[config.mk]
export PLATFORM = sky130hd
export DESIGN_NAME = fimm_loader
export DESIGN_NICKNAME = d
export VERILOG_FILES = /design/src/rtl/fimm_pkg.sv /design/src/rtl/fimm_field_join.sv /design/src/rtl/fimm_widen.sv /design/src/rtl/fimm_narrow.sv /design/src/rtl/fimm_loader.sv
export SDC_FILE = /design/constraint.sdc
export NUM_CORES = 1
export LEC_CHECK = 0
export ABC_AREA = 1
export BUFFER_PORTS_ARGS = -buffer_cell sky130_fd_sc_hd__buf_2
export CAP_MARGIN = 20
export CORE_ASPECT_RATIO = 0.8
export CORE_MARGIN = 2
export CORE_UTILIZATION = 52
export CTS_CLUSTER_DIAMETER = 200
export CTS_CLUSTER_SIZE = 40
export DETAILED_ROUTE_END_ITERATION = 10
export GPL_ROUTABILITY_DRIVEN = 1
export HOLD_SLACK_MARGIN = 0.15
export PLACE_DENSITY_LB_ADDON = 0.3
export SKIP_LAST_GASP = 1
export SLEW_MARGIN = 20
export SYNTH_ARGS = -nofsm -noshare
export SYNTH_HDL_FRONTEND = slang
export SYNTH_HIERARCHICAL = 1
export SYNTH_SLANG_ARGS = --single-unit
[constraint.sdc]
create_clock -name clk -period 5.6 [get_ports clk]
set_input_delay 1.68 -clock clk [delete_from_list [all_inputs] [get_ports clk]]
set_output_delay 1.68 -clock clk [all_outputs]
set_load 0.03 [all_outputs]
[src/rtl/fimm_pkg.sv]
package fimm_pkg;
   typedef enum logic {
      OP_LOAD_HI  = 1'b0,
      OP_PATCH_LO = 1'b1
   } fimm_op_e;

   localparam int DEF_IMM_HI_W  = 10;
   localparam int DEF_IMM_MID_W = 5;
   localparam int DEF_IMM_LSB_W = 1;
   localparam int DEF_SP_EXP_W  = 8;
   localparam int DEF_SP_FRAC_W = 23;
   localparam int DEF_DP_EXP_W  = 11;
   localparam int DEF_DP_FRAC_W = 52;
endpackage

[src/rtl/fimm_field_join.sv]
module fimm_field_join #(
   parameter int HI_W  = fimm_pkg::DEF_IMM_HI_W,
   parameter int MID_W = fimm_pkg::DEF_IMM_MID_W,
   parameter int LSB_W = fimm_pkg::DEF_IMM_LSB_W,
   localparam int IMM_W = HI_W + MID_W + LSB_W
) (
   input  logic [HI_W-1:0]  hi_f,
   input  logic [MID_W-1:0] mid_f,
   input  logic [LSB_W-1:0] lsb_f,
   output logic [IMM_W-1:0] imm
);
   // the widest field carries the most significant bits
   assign imm[IMM_W-1 -: HI_W]        = hi_f;
   assign imm[LSB_W+MID_W-1 -: MID_W] = mid_f;
   assign imm[LSB_W-1:0]              = lsb_f;
endmodule

[src/rtl/fimm_widen.sv]
module fimm_widen #(
   parameter int SP_EXP_W  = fimm_pkg::DEF_SP_EXP_W,
   parameter int SP_FRAC_W = fimm_pkg::DEF_SP_FRAC_W,
   parameter int DP_EXP_W  = fimm_pkg::DEF_DP_EXP_W,
   parameter int DP_FRAC_W = fimm_pkg::DEF_DP_FRAC_W,
   localparam int SP_W = 1 + SP_EXP_W + SP_FRAC_W,
   localparam int DP_W = 1 + DP_EXP_W + DP_FRAC_W
) (
   input  logic [SP_W-1:0] sp_in,
   output logic [DP_W-1:0] dp_out
);
   localparam int SHIFT     = DP_FRAC_W - SP_FRAC_W;
   localparam int BIAS_DIFF = (2**(DP_EXP_W-1) - 1) - (2**(SP_EXP_W-1) - 1);
   localparam int LZW       = $clog2(SP_FRAC_W + 1);

   logic                 sgn;
   logic [SP_EXP_W-1:0]  ex;
   logic [SP_FRAC_W-1:0] fr;
   assign {sgn, ex, fr} = sp_in;

   // leading-zero count as a priority chain, highest set bit wins
   logic [LZW-1:0] lz_chain [SP_FRAC_W+1];
   assign lz_chain[0] = LZW'(SP_FRAC_W);
   for (genvar g = 0; g < SP_FRAC_W; g++) begin : g_lz
      assign lz_chain[g+1] = fr[g] ? LZW'(SP_FRAC_W - 1 - g) : lz_chain[g];
   end

   logic [LZW-1:0]       lz;
   logic [LZW:0]         norm_sh;
   logic [SP_FRAC_W:0]   norm_full;
   logic [SP_FRAC_W-1:0] norm_fr;
   assign lz        = lz_chain[SP_FRAC_W];
   assign norm_sh   = {1'b0, lz} + 1'b1;
   assign norm_full = {1'b0, fr} << norm_sh;
   assign norm_fr   = norm_full[SP_FRAC_W-1:0];

   logic [DP_EXP_W-1:0]  dex;
   logic [SP_FRAC_W-1:0] dfr_top;

   always_comb begin
      if (ex == '1) begin
         dex     = '1;
         dfr_top = fr;
      end else if (ex == '0) begin
         if (fr == '0) begin
            dex     = '0;
            dfr_top = '0;
         end else begin
            dex     = DP_EXP_W'(BIAS_DIFF) - DP_EXP_W'(lz);
            dfr_top = norm_fr;
         end
      end else begin
         dex     = DP_EXP_W'(BIAS_DIFF) + DP_EXP_W'(ex);
         dfr_top = fr;
      end
   end

   assign dp_out = {sgn, dex, dfr_top, {SHIFT{1'b0}}};
endmodule

[src/rtl/fimm_narrow.sv]
module fimm_narrow #(
   parameter int SP_EXP_W  = fimm_pkg::DEF_SP_EXP_W,
   parameter int SP_FRAC_W = fimm_pkg::DEF_SP_FRAC_W,
   parameter int DP_EXP_W  = fimm_pkg::DEF_DP_EXP_W,
   parameter int DP_FRAC_W = fimm_pkg::DEF_DP_FRAC_W,
   localparam int SP_W = 1 + SP_EXP_W + SP_FRAC_W,
   localparam int DP_W = 1 + DP_EXP_W + DP_FRAC_W
) (
   input  logic [DP_W-1:0] dp_in,
   output logic [SP_W-1:0] sp_out
);
   localparam int SHIFT     = DP_FRAC_W - SP_FRAC_W;
   localparam int BIAS_DIFF = (2**(DP_EXP_W-1) - 1) - (2**(SP_EXP_W-1) - 1);
   localparam int NORM_LO   = BIAS_DIFF + 1;
   localparam int NORM_HI   = BIAS_DIFF + 2**SP_EXP_W - 2;

   logic                 sgn;
   logic [DP_EXP_W-1:0]  dex;
   logic [DP_FRAC_W-1:0] dfr;
   assign {sgn, dex, dfr} = dp_in;

   logic [SP_FRAC_W-1:0] top;
   logic                 low_bits_unused;
   assign top             = dfr[DP_FRAC_W-1 -: SP_FRAC_W];
   assign low_bits_unused = ^dfr[SHIFT-1:0];

   logic [DP_EXP_W-1:0] sub_sh;
   logic [SP_FRAC_W:0]  with_lead;
   logic [SP_FRAC_W:0]  sub_full;
   assign sub_sh    = DP_EXP_W'(NORM_LO) - dex;
   assign with_lead = {1'b1, top};
   assign sub_full  = with_lead >> sub_sh;

   logic [SP_EXP_W-1:0]  sex;
   logic [SP_FRAC_W-1:0] sfr;
   logic [DP_EXP_W-1:0]  rebased;
   assign rebased = dex - DP_EXP_W'(BIAS_DIFF);

   always_comb begin
      if (dex == '1) begin
         sex = '1;
         sfr = top;
      end else if (dex > DP_EXP_W'(NORM_HI)) begin
         sex = '1;
         sfr = '0;
      end else if (dex >= DP_EXP_W'(NORM_LO)) begin
         sex = rebased[SP_EXP_W-1:0];
         sfr = top;
      end else if (sub_sh > DP_EXP_W'(SP_FRAC_W)) begin
         sex = '0;
         sfr = '0;
      end else begin
         sex = '0;
         sfr = sub_full[SP_FRAC_W-1:0];
      end
   end

   assign sp_out = {sgn, sex, sfr};
endmodule

[src/rtl/fimm_loader.sv]
module fimm_loader #(
   parameter int IMM_HI_W  = fimm_pkg::DEF_IMM_HI_W,
   parameter int IMM_MID_W = fimm_pkg::DEF_IMM_MID_W,
   parameter int IMM_LSB_W = fimm_pkg::DEF_IMM_LSB_W,
   parameter int SP_EXP_W  = fimm_pkg::DEF_SP_EXP_W,
   parameter int SP_FRAC_W = fimm_pkg::DEF_SP_FRAC_W,
   parameter int DP_EXP_W  = fimm_pkg::DEF_DP_EXP_W,
   parameter int DP_FRAC_W = fimm_pkg::DEF_DP_FRAC_W,
   localparam int IMM_W = IMM_HI_W + IMM_MID_W + IMM_LSB_W,
   localparam int SP_W  = 1 + SP_EXP_W + SP_FRAC_W,
   localparam int DP_W  = 1 + DP_EXP_W + DP_FRAC_W
) (
   input  logic                 clk,
   input  logic                 rst_n,
   input  logic                 op_valid,
   input  logic                 op_sel,
   input  logic [IMM_HI_W-1:0]  imm_hi,
   input  logic [IMM_MID_W-1:0] imm_mid,
   input  logic [IMM_LSB_W-1:0] imm_lsb,
   input  logic [DP_W-1:0]      old_value,
   output logic [DP_W-1:0]      value_out,
   output logic                 wr_en
);
   import fimm_pkg::*;

   localparam int LOAD_ZERO_W = DP_FRAC_W - SP_FRAC_W + IMM_W;

   if (2 * IMM_W != SP_W) begin : g_bad_imm
      $error("immediate must be exactly half a single-precision word");
   end
   if (DP_EXP_W <= SP_EXP_W || DP_FRAC_W <= SP_FRAC_W) begin : g_bad_fmt
      $error("double format must be wider than single format");
   end
   if (IMM_HI_W < 1 || IMM_MID_W < 1 || IMM_LSB_W < 1) begin : g_bad_fld
      $error("every immediate field needs at least one bit");
   end

   fimm_op_e op;
   assign op = fimm_op_e'(op_sel);

   logic [IMM_W-1:0] imm;
   fimm_field_join #(
      .HI_W (IMM_HI_W),
      .MID_W(IMM_MID_W),
      .LSB_W(IMM_LSB_W)
   ) join_i (
      .hi_f (imm_hi),
      .mid_f(imm_mid),
      .lsb_f(imm_lsb),
      .imm  (imm)
   );

   logic [SP_W-1:0] sp_old;
   fimm_narrow #(
      .SP_EXP_W (SP_EXP_W),
      .SP_FRAC_W(SP_FRAC_W),
      .DP_EXP_W (DP_EXP_W),
      .DP_FRAC_W(DP_FRAC_W)
   ) narrow_i (
      .dp_in (old_value),
      .sp_out(sp_old)
   );

   logic [SP_W-1:0] sp_sel;
   always_comb begin
      if (op == OP_PATCH_LO) sp_sel = {sp_old[SP_W-1:IMM_W], imm};
      else                   sp_sel = {imm, {IMM_W{1'b0}}};
   end

   logic [DP_W-1:0] dp_new;
   fimm_widen #(
      .SP_EXP_W (SP_EXP_W),
      .SP_FRAC_W(SP_FRAC_W),
      .DP_EXP_W (DP_EXP_W),
      .DP_FRAC_W(DP_FRAC_W)
   ) widen_i (
      .sp_in (sp_sel),
      .dp_out(dp_new)
   );

   always_ff @(posedge clk) begin
      if (!rst_n) begin
         value_out <= '0;
         wr_en     <= 1'b0;
      end else begin
         wr_en <= op_valid;
         if (op_valid) value_out <= dp_new;
      end
   end


   wr_pulse_chk: assert property (@(posedge clk) disable iff (!rst_n)
      op_valid |=> wr_en);

   wr_idle_chk: assert property (@(posedge clk) disable iff (!rst_n)
      !op_valid |=> !wr_en);

   hold_value_chk: assert property (@(posedge clk) disable iff (!rst_n)
      !op_valid |=> $stable(value_out));

   load_low_zero_chk: assert property (@(posedge clk) disable iff (!rst_n)
      (op_valid && op_sel == 1'b0) |=> (value_out[LOAD_ZERO_W-1:0] == '0));

   load_sign_chk: assert property (@(posedge clk) disable iff (!rst_n)
      (op_valid && op_sel == 1'b0) |=> (value_out[DP_W-1] == $past(imm_hi[IMM_HI_W-1])));

   patch_sign_chk: assert property (@(posedge clk) disable iff (!rst_n)
      (op_valid && op_sel == 1'b1) |=> (value_out[DP_W-1] == $past(old_value[DP_W-1])));

   patch_special_chk: assert property (@(posedge clk) disable iff (!rst_n)
      (op_valid && op_sel == 1'b1 && (&old_value[DP_W-2 -: DP_EXP_W]))
      |=> (&value_out[DP_W-2 -: DP_EXP_W]));
endmodule

# Word level (Yosys, flattened, before mapping)
# Cells that the tools add are included.
[totals]
reg_bits = 36
input_bits = 84
out_inout_bits = 65
wordCells = 53
[classes]
addsub = 5
order_cmp = 3
eq_ne = 2
shifts = 2
n_mux = 37
reduce_logical = 2
[op_table]
columns = ["operator", "count"]
rows = [
  ["$mux W23", 7],
  ["$mux W5", 22],
  ["$mux W11", 3],
  ["$mux W32", 1],
  ["$mux W8", 3],
  ["$shr A24 B11 Y23", 1],
  ["$logic_not A23 Y1", 1],
  ["$shl A23 B6 Y23", 1],
  ["$add A10 B8 Y11 const A", 1],
  ["$eq A11 B11 Y1 const B", 1],
  ["$ge A11 B10 Y1 const B", 1],
  ["$gt A11 B11 Y1 const B", 1],
  ["$gt A11 B5 Y1 const B", 1],
  ["$sub A10 B11 Y11 const A", 1],
  ["$sub A10 B5 Y11 const A", 1],
  ["$eq A8 B8 Y1 const B", 1],
  ["$logic_not A8 Y1", 1],
  ["$sub A8 B8 Y8 const B", 1],
  ["$add A5 B1 Y6 const B", 1],
  ["$mux W1", 1],
]

# Logic depth before layout (Yosys ltp)
[depth]
depth_word = 35
mapped_depth = 42
mapped_depth_nobuf = 40

# Modules after synthesis
# The synthesis kept the hierarchy.
[by_module_without_submodules]
columns = ["mod", "instances", "cells_per_inst", "area_each_um2", "seq_area_each_um2"]
rows = [
  ["fimm_loader", 1, 493, 2990.4, 1301.2],
  ["fimm_widen", 1, 433, 2117.0, 0.0],
  ["fimm_narrow", 1, 365, 1805.5, 0.0],
  ["fimm_field_join", 1, 16, 120.1, 0.0],
]

# Least setup slack after synthesis
# Ideal clock, no wire load.
[synth_path]
path_type = "input port to flip-flop"
startpoint = "in old_value[53]"
endpoint = "reg value_out[47]"
setup_time_ns = 0.064
t_arrival_ns = 5.940
t_required_ns = 5.536
path_slack_ns = -0.404
cell_stages = 38
path_buffers = 4
path_cell_list = "inv_1 > buf_2 > buf_1 > ha_1 > inv_1 > o21ai_1 > nand2_1 > nor2_4 > nand2_4 > nor3_4 > nand2_4 > nor2_8 > inv_4 > o21bai_2 > nand2_1 > o21ai_0 > inv_1 > nand2_1 > [2 not listed] > nand2_1 > nand2_2 > nand2_4 > buf_6 > inv_1 > ha_1 > clkinv_1 > buf_1 > nand3_1 > a21oi_2 > nand2_1 > a21oi_1 > nand2_1 > nand2_1 > inv_1 > nand2_1 > nand2_1 > nor2_1"
[synth_via]
elab_chain_len = 19
word_cells_on_any_way = 30
cone_classes = "add/sub: 3; order compare: 3; eq/ne: 2; shift: 2; mux: 18; reduce/logical: 2"
[synth_rtl]
columns = ["element", "line_no", "source"]
rows = [
  ["start: declaration", "fimm_loader.sv:20", "input logic [DP_W-1:0] old_value,"],
  ["$sub A10 B11 Y11", "fimm_narrow.sv:30", "assign sub_sh = DP_EXP_W'(NORM_LO) - dex;"],
  ["$gt A11 B5 Y1 / $shr A24 B11 Y23 (equally long branches)", "fimm_narrow.sv:49, fimm_narrow.sv:32", ""],
  ["$mux W23", "fimm_narrow.sv:49", "end else if (sub_sh > DP_EXP_W'(SP_FRAC_W)) begin"],
  ["$mux W23", "fimm_narrow.sv:46", "end else if (dex >= DP_EXP_W'(NORM_LO)) begin"],
  ["$mux W23", "fimm_narrow.sv:43", "end else if (dex > DP_EXP_W'(NORM_HI)) begin"],
  ["$mux W23 *", "fimm_narrow.sv:40", "if (dex == '1) begin"],
  ["net sp_old[16]", "fimm_loader.sv:53", "logic [SP_W-1:0] sp_old;"],
  ["$mux W32 *", "fimm_loader.sv:66", "if (op == OP_PATCH_LO) sp_sel = {sp_old[SP_W-1:IMM_W], imm};"],
  ["net sp_sel[16]", "fimm_loader.sv:64", "logic [SP_W-1:0] sp_sel;"],
  ["$mux W5 (7 in a row)", "fimm_widen.sv:25", "assign lz_chain[g+1] = fr[g] ? LZW'(SP_FRAC_W - 1 - g) : lz_chain[g];"],
  ["$add A5 B1 Y6", "fimm_widen.sv:33", "assign norm_sh = {1'b0, lz} + 1'b1;"],
  ["$shl A23 B6 Y23", "fimm_widen.sv:34", "assign norm_full = {1'b0, fr} << norm_sh;"],
  ["$mux W23 *", "fimm_widen.sv:45", "if (fr == '0) begin"],
  ["$mux W23 *", "fimm_widen.sv:44", "end else if (ex == '0) begin"],
  ["$mux W23 *", "fimm_widen.sv:41", "if (ex == '1) begin"],
  ["net dp_new[47]", "fimm_loader.sv:70", "logic [DP_W-1:0] dp_new;"],
  ["end signal: assignment", "fimm_loader.sv:87", "if (op_valid) value_out <= dp_new;"],
  ["end: declaration", "fimm_loader.sv:21", "output logic [DP_W-1:0] value_out,"],
]
# Mark *: on every way through the listed nets, which the timed path passes. The rest lies on a longest branch.
# A chain may end at the register's enable or synchronous reset.

# Final worst setup path
[layout_path]
startpoint = "in old_value[53]"
endpoint = "reg value_out[51]"
# The elaborated chain is that of the path after synthesis.

==> results.sh <==
export IMPL_grt_max_degree=82
export IMPL_cp_end_kind="flip-flop"
export IMPL_first_pass_iters=5
export IMPL_routed_wl_um=15800
export IMPL_fin_setup_tns_ns=0
export IMPL_drc_errors=0
export IMPL_grt_pass1_wl_um=26900
export IMPL_viasPerCell=4.96
export IMPL_hold_class="flip-flop to flip-flop"
export IMPL_grt_overflow=0
export IMPL_numPortBuffers=103
export IMPL_hold_viol_final=0
export IMPL_grt_pass1_vias=5800
export IMPL_finClkSkew_ns=0
export IMPL_numCtsBuffers=9
export IMPL_die_area_mm2=0.0125
export IMPL_clock_path_buffers=2
export IMPL_drt_iter0_markers=479
export IMPL_syn_area_per_cell_um2=5.56
export IMPL_core_region_area_mm2=0.0114
export IMPL_power_total_mw=1.66
export IMPL_initial_core_util_pct=52.9
export IMPL_maxSlewViolCount=0
export IMPL_layout_drive_gt1_share_pct=16.7
export IMPL_max_stage_delay_ns=0.33
export IMPL_critical_path_max_fanout=18
export IMPL_ys_warn_count=6
export IMPL_clockRootBuffer="clkbuf_16"
export IMPL_clock_sinks=65
export IMPL_post_drt_wl_per_cell_um=12.1
export IMPL_start_kind="primary input"
export IMPL_worstMarginPinSlew_ns=0.722
export IMPL_dpl_cell_count=1291
export IMPL_maxSlewHeadroom_pct=51.9
export IMPL_antenna_found_initial=0
export IMPL_dp_hpwl_um=12000
export IMPL_dp_slack_ns=0.0397
export IMPL_fmax_mhz=194
export IMPL_status="finished clean"
export IMPL_syn2layout_area_growth_pct=11.0
export IMPL_num_rows=35
export IMPL_htree_levels=3
export IMPL_path_clk_slew_ns=0.05
export IMPL_crit_top_cell="nand2_1"
export IMPL_diodes=0
export IMPL_grtUsageTotal_pct=25.6
export IMPL_rsz0062_at_grt="yes"
export IMPL_fin_crit_ns=5.15
export IMPL_worstPathArrival_ns=5.36
export IMPL_insertion_delay_ns=0.32
export IMPL_finalSetupViolations=0
export IMPL_p_per_area_mw_per_mm2=247
export IMPL_leakage_nw=3.77
export IMPL_worstPathRequired_ns=5.81
export IMPL_die_h_um=100
export IMPL_stdcell_count=1305
export IMPL_dr_total_vias=6479
export IMPL_fin_nets=1243
export IMPL_ir_drop_mv=0.216
export IMPL_worst_hold_slack_ns=0.465
export IMPL_ios=149
export IMPL_synthCells=1088
export IMPL_die_w_um=125
export IMPL_drv_cap=0
export IMPL_min_period_over_period_pct=92.0
export IMPL_antenna_left=0
export IMPL_syn_area_mm2=0.00605
export IMPL_finalWorstSetupSlack_ns=0.447
export IMPL_crit_slowest_cell="ha_4"
export IMPL_tritoncts="built"
export IMPL_criticalPathCategory="primary input to flip-flop"
export IMPL_place_gp_congestion=0.998
flip-flops by register name (all words and copies together), names as in the netlist:
name and count:
value_out 64, wr_en 1
layout make-up:
type	count	area, µm²
Clock buffer	10	229
Clock inverter	4	22.5
Fill cell	1238	4720
Inverter	162	614
Multi-Input combinational cell	778	3560
Sequential cell	65	1300
Tap cell	148	185
Timing Repair Buffer	138	803
power by group:
part	switching [mW]	internal [mW]
combinational	0.452	0.225
sequential	0.0152	0.496
clock	0.182	0.291
worst max-delay path, delay by kind of cell:
| kind | cells | cell delay, ns |
|---|---|---|
| compound gates | 5 | 0.74 |
| fa+ha+maj | 2 | 0.55 |
| buf+inv | 8 | 0.81 |
| simple gates | 21 | 1.56 |
metal layers:
metal	wire length, µm	GRT usage (%)	part of all wire, %
met5	0	0	0
met4	504	9.77	3.2
met3	1150	5.25	7.2
met2	6800	40.4	43
met1	7360	34.6	47
what timing repair did:
item,CTS,global route
hold buffers,0,0
endpoints found under the setup margin,0,16
buffers inserted,0,0
gates resized for setup,0,8
layout by cell type (no fill, tap or decap), drive strengths merged:
| cell type | instances |
|---|---|
| o311ai | 1 |
| a22oi | 3 |
| ha | 5 |
| and2 | 3 |
| nor4 | 2 |
| nor3 | 7 |
| o22ai | 10 |
| nand3 | 128 |
| conb | 29 |
| a31oi | 3 |
| clkbuf | 10 |
| a21boi | 1 |
| o21bai | 3 |
| dfxtp | 65 |
| inv | 160 |
| clkinvlp | 1 |
| nor2 | 159 |
| or2 | 2 |
| clkinv | 5 |
| o41ai | 1 |
| nand3b | 1 |
| a21oi | 17 |
| o31ai | 1 |
| nand4 | 11 |
| xor2 | 3 |
| nand2 | 335 |
| buf | 138 |
| o211ai | 7 |
| o21ai | 46 |
path summary, 6_finish.rpt:
kind | depth (start not counted) | to | startpoint | slack [ns]
min | 2 | value_out[47]$_SDFFE_PN0P_ | value_out[47]$_SDFFE_PN0P_ | 0.46
min reg2reg | 2 | value_out[47]$_SDFFE_PN0P_ | value_out[47]$_SDFFE_PN0P_ | 0.46
max reg2reg | 2 | value_out[30]$_SDFFE_PN0P_ | value_out[30]$_SDFFE_PN0P_ | 5.00
max | 36 | value_out[51]$_SDFFE_PN0P_ | old_value[53] | 0.45
metrics by stage:
| stage | instance area, µm² | util [%] |
|---|---|---|
| global route | 6710 | 58.7 |
| detailed placement | 6430 | 56.2 |
| CTS | 6680 | 58.4 |
| finish | 6710 | 58.7 |
| global placement | 6430 | 56.2 |
| floorplan | 6160 | - |
(Power assumes the default switching activity.)
